===== src/rtl/gcg_pkg.sv =====
package gcg_pkg;
  parameter int LFSR_W  = 6;
  parameter int TAP_HI  = 5;
  parameter int TAP_LO  = 4;
  parameter int N_CH    = 4;

  typedef logic [LFSR_W-1:0] lfsr_t;

  // one step of the shared recurrence
  function automatic lfsr_t lfsr_step(input lfsr_t s);
    return {s[LFSR_W-2:0], s[TAP_HI] ^ s[TAP_LO]};
  endfunction

  // advance a state n steps (elaboration-time constants)
  function automatic lfsr_t lfsr_adv(input lfsr_t s, input int n);
    lfsr_t t;
    t = s;
    for (int i = 0; i < n; i++) t = lfsr_step(t);
    return t;
  endfunction
endpackage


===== src/rtl/gcg_lfsr.sv =====
module gcg_lfsr
  import gcg_pkg::*;
#(
  parameter lfsr_t SEED   = 6'b000001,
  parameter int    PERIOD = 63
) (
  input  logic  clk,
  input  logic  rst_n,
  input  logic  en,
  output lfsr_t state,
  output logic  wrap
);
  // last state of the cycle; reloading the seed from here truncates (or closes) it
  localparam lfsr_t TERM = lfsr_adv(SEED, PERIOD - 1);

  assign wrap = (state == TERM);

  always_ff @(posedge clk) begin
    if (!rst_n)              state <= SEED;
    else if (en) begin
      if (state == '0)       state <= SEED;   // escape lock-up state
      else if (wrap)         state <= SEED;
      else                   state <= lfsr_step(state);
    end
  end
endmodule


===== src/rtl/gcg_timing.sv =====
module gcg_timing
  import gcg_pkg::*;
#(
  parameter lfsr_t SEED_A  = 6'b000001,
  parameter int    STAGGER = 13
) (
  input  logic            clk,
  input  logic            rst_n,
  input  logic            en,
  input  lfsr_t           a_state,
  input  logic            a_wrap,
  input  logic            b_wrap,
  output logic [N_CH-1:0] strobe,
  output logic [N_CH-1:0] sel,
  output logic            sync
);
  for (genvar k = 0; k < N_CH; k++) begin : g_ch
    // state of A at frame phase k*STAGGER
    localparam lfsr_t MARK = lfsr_adv(SEED_A, k * STAGGER);
    assign strobe[k] = (a_state == MARK);

    always_ff @(posedge clk) begin
      if (!rst_n)                 sel[k] <= 1'b0;
      else if (en && strobe[k])   sel[k] <= ~sel[k];
    end
  end

  // retime B's wrap onto A's frame boundary
  always_ff @(posedge clk) begin
    if (!rst_n)              sync <= 1'b0;
    else if (en && a_wrap)   sync <= b_wrap;
  end
endmodule


===== src/rtl/gold_chip_timing.sv =====
module gold_chip_timing
  import gcg_pkg::*;
#(
  parameter lfsr_t SEED_A   = 6'b000001,
  parameter lfsr_t SEED_B   = 6'b101101,
  parameter int    FRAME    = 52,
  parameter int    STAGGER  = FRAME / N_CH
) (
  input  logic            clk,
  input  logic            rst_n,
  input  logic            en,
  output logic [N_CH-1:0] chip,
  output logic [N_CH-1:0] strobe,
  output logic [N_CH-1:0] sel,
  output logic            sync
);
  localparam int FULL = (1 << LFSR_W) - 1;

  lfsr_t a_state, b_state;
  logic  a_wrap, b_wrap;

  gcg_lfsr #(.SEED(SEED_A), .PERIOD(FRAME)) u_reg_a (
    .clk(clk), .rst_n(rst_n), .en(en), .state(a_state), .wrap(a_wrap)
  );

  gcg_lfsr #(.SEED(SEED_B), .PERIOD(FULL)) u_reg_b (
    .clk(clk), .rst_n(rst_n), .en(en), .state(b_state), .wrap(b_wrap)
  );

  // per-channel Gold combination: distinct tap of B per channel
  for (genvar k = 0; k < N_CH; k++) begin : g_chip
    assign chip[k] = a_state[LFSR_W-1] ^ b_state[k % LFSR_W];
  end

  gcg_timing #(.SEED_A(SEED_A), .STAGGER(STAGGER)) u_timing (
    .clk(clk), .rst_n(rst_n), .en(en),
    .a_state(a_state), .a_wrap(a_wrap), .b_wrap(b_wrap),
    .strobe(strobe), .sel(sel), .sync(sync)
  );
endmodule


===== config.mk =====
export PLATFORM = sky130hd
export DESIGN_NAME = gold_chip_timing
export DESIGN_NICKNAME = d
export VERILOG_FILES = /design/src/rtl/gcg_pkg.sv /design/src/rtl/gcg_lfsr.sv /design/src/rtl/gcg_timing.sv /design/src/rtl/gold_chip_timing.sv
export SDC_FILE = /design/constraint.sdc
export NUM_CORES = 1
export LEC_CHECK = 0
export BUFFER_PORTS_ARGS = -buffer_cell sky130_fd_sc_hd__buf_2
export CORE_ASPECT_RATIO = 1.2
export CORE_MARGIN = 8
export CORE_UTILIZATION = 40
export DETAILED_ROUTE_END_ITERATION = 6
export PLACE_DENSITY = 0.62
export SLEW_MARGIN = 20
export SYNTH_ARGS = -nofsm -noshare
export SYNTH_HDL_FRONTEND = slang
export SYNTH_SLANG_ARGS = --single-unit

===== constraint.sdc =====
create_clock -name clk -period 1.8 [get_ports clk]
set_input_delay 0.18 -clock clk [delete_from_list [all_inputs] [get_ports clk]]
set_output_delay 0.18 -clock clk [all_outputs]
set_load 0.005 [all_outputs]

==> impl_metrics.json <==
{
  "grt_max_degree": 19,
  "gp_congestion": 0.812,
  "cts_buffers": 3,
  "via_per_inst": 4.97,
  "hold_ws_ns": 0.174,
  "dp.cells": 146,
  "hold_depth": 2,
  "crit_start": "u_reg_a.state[4]",
  "syn_avg_cell_area_um2": 8.61,
  "fin_area_um2": 1050,
  "ys.flop_type": "dfxtp_1",
  "syn_nets": 111,
  "path_cells": "inv_2 > ha_2 > or4b_4 > buf_4 > or3_1 > a21oi_1",
  "htree_levels": 1,
  "grt_usage_pct": 10.0,
  "ant_nets": 0,
  "r2r-end": "u_timing.sel[0]",
  "cts_tree": "done",
  "skew_ns": 0.00429,
  "crit_path_start_kind": "register",
  "tightest_slew_ns": 0.582,
  "powerDensity_nw_per_um2": 686,
  "cpPeakStageDelay_ns": 0.47,
  "clk_path_buf_depth": 2,
  "path_buf_inv": 2,
  "drt_pass1_iterations": 4,
  "crit_path_end_kind": "register",
  "stdcell_count": 153,
  "fill_cells": 209,
  "antenna_found_initial": 0,
  "path_max_fanout": 4,
  "area_growth_pct": 18.6,
  "core_um2": 2070,
  "setup_viol": 0,
  "final_core_util_pct": 50.8,
  "crit_slowest_cell": "or4b_4",
  "wire_per_inst_um": 11.8,
  "crit_cells": 6,
  "drive_gt1_share_pct": 23.6,
  "yosysWarnings": 0,
  "num_antenna_cells": 0,
  "drtIter0Drc": 14,
  "relSlewSlack_pct": 60.7,
  "maxCapViolations": 0,
  "worst_ep_required_time_ns": 2.03,
  "die_w_um": 59.0,
  "vdd_drop_max_mv": 0.564,
  "leakage_nw": 0.496,
  "cp_top_family": "simple AND/OR/NAND/NOR gates",
  "place_area_um2": 998,
  "grt_pass1_wl_mm": 3.16,
  "nNetsFinal": 132,
  "slew_viol_final": 0,
  "grt_pass1_vias": 740,
  "final_hold_viol_count": 0,
  "r2r_slack_ns": 0.06,
  "cts.sinks": 17,
  "worstPathArrival_ns": 1.97,
  "synth-edff-count": 0,
  "drt_wl_total_mm": 1.81,
  "netlist_instances": 103,
  "drc": 0,
  "clk_latency_ns": 0.29,
  "r2r_start": "u_reg_a.state[4]",
  "io-pin-count": 16,
  "worstHoldPathType": "input port to register",
  "portBuffers": 15,
  "worstSetupPathType": "register to register",
  "die_h_um": 67.6,
  "synth_area_um2": 887,
  "path_clk_slew_ns": 0.10,
  "root_buffer": "clkbuf_4",
  "dieArea_um2": 3990,
  "fmaxAchievable_mhz": 576,
  "start_util_pct": 42.8,
  "vias": 761,
  "fp-row-count": 18,
  "rr_worst_depth": 6,
  "cp-endpoint": "u_timing.sel[0]",
  "postCtsHoldBufs": 0,
  "ys_seq_elements": 17,
  "async_flop_share_pct": 0,
  "grt-ovfl-total": 0,
  "ys_seq_area_share_pct": 38.4,
  "dp_hpwl_mm": 1.33,
  "period_share_pct": 96.4,
  "post-route-min-period_ns": 1.74,
  "status": "complete, no violations",
  "ys_types": 27,
  "fin_tns_setup_ns": 0
}
==> routing by layer <==
layer	track usage (%)	part of all wire (%)	vias to the layer above	routed length, um
met5	0	0	-	0
met4	2.99	0.50	0	9
met3	4.37	5.8	2	104
met2	17.2	49	18	886
met1	10.8	45	348	806
li1	-	-	393	-
==> stage by stage <==
| step | setup WS (ns) | total power, W |
|---|---|---|
| floorplan | 0.0466 | 0.000481 |
| global placement | 0.235 | 0.000510 |
| detailed placement | 0.180 | 0.000511 |
| CTS | 0.0277 | 0.000719 |
| global route | -0.00360 | 0.000761 |
| finish | 0.0639 | 0.000722 |
==> where the power goes <==
group	leakage, nW	internal [W]	switching, W
Clock	0.0177	0.0000827	0.000125
Sequential	0.140	0.000394	0.0000217
Combinational	0.339	0.0000501	0.0000476
==> how the worst min path moves through the flow <==
| stage | start | endpoint | slack [ns] |
|---|---|---|---|
| 2_1_floorplan | rst_n | u_timing.sel[1] | 0.33 |
| 3_3_place_gp | u_timing.sel[1] | u_timing.sel[1] | 0.45 |
| 3_5_place_dp | u_timing.sel[1] | u_timing.sel[1] | 0.46 |
| 4_1_cts | rst_n | u_reg_b.state[2] | 0.17 |
| 5_1_grt | rst_n | u_reg_a.state[0] | 0.19 |
| 6_report | rst_n | u_reg_a.state[0] | 0.17 |
==> area by class of cell <==
class | count | area, um^2 | area share (%)
multi-input cells | 72 | 495 | 47.1
inverters | 10 | 37.5 | 3.57
flip-flops and latches | 17 | 342 | 32.5
clock inverters | 1 | 5.00 | 0.476
clock buffers | 3 | 22.5 | 2.14
well taps | 30 | 37.5 | 3.57
repair buffers | 20 | 113 | 10.7
==> worst register-to-register path, stage by stage (launching register included) <==
cell and delay, ns:
dfxtp_2 0.35, inv_2 0.06, ha_2 0.16, or4b_4 0.47
buf_4 0.16, or3_1 0.33, a21oi_1 0.14
==> cell usage after synthesis, drive strengths merged, types with 2 or more instances <==
cell     count  area share, %
o21ai        7            3.9
a211oi       2            1.7
xor2         4            3.9
dfxtp       17             38
inv         10            4.2
ha           5            7.1
clkbuf       3            1.3
nand4bb      2            2.5
and2         3            2.1
nor3         2            1.1
nand3        3            1.7
nand2        8            3.4
nand2b       3            2.1
a21oi        4            2.3
nor2        11            4.7
mux2i        8            9.0
==> state kept, by name, summed over array words and instances (netlist names) <==
register and flops:
u_reg_a.state 6, u_reg_b.state 6, u_timing.sel 4, u_timing.sync 1
==> cells in the final DEF, fill, tap and decap left out <==
cell type  netlist  routed
o21ai_0          7       7
mux2i_1          8       8
nor4b_1          1       1
dfxtp_1         17      16
ha_2             0       1
xor2_1           4       4
a32oi_1          1       1
nand3_1          3       3
clkbuf_4         0       3
dfxtp_2          0       1
or2_2            1       1
and4b_1          1       1
nor3_1           2       2
clkinv_2         0       1
nand2b_1         3       3
o211ai_1         1       1
nor4bb_1         1       1
a211oi_1         2       2
nand2_1          8       8
or3_1            1       1
and2_1           3       3
inv_1           10       9
or4b_4           1       1
a21oi_1          4       4
ha_1             5       4
nand4bb_1        2       2
buf_4            0       5
nor2_1          11      11
or4_1            1       1
buf_2            1      15
o211a_1          1       1
inv_2            0       1
==> logic make-up after synthesis <==
logic type / Yosys count / synth area share (%)
AND/OR/NAND/NOR: 39 / 24.7
flip-flops: 17 / 38.4
AO/OA/AOI/OAI: 16 / 10.9
buffers and inverters: 14 / 6.06
multiplexers: 8 / 9.03
adder cells (fa/ha/maj): 5 / 7.05
XOR/XNOR: 4 / 3.95
==> what timing repair did <==
item / 4_1_cts / 5_1_grt
setup endpoints to repair: 0 / 1
buffers inserted: 0 / 3
resized for setup: 0 / 3
No activity file was read; power rests on OpenSTA's default activity.
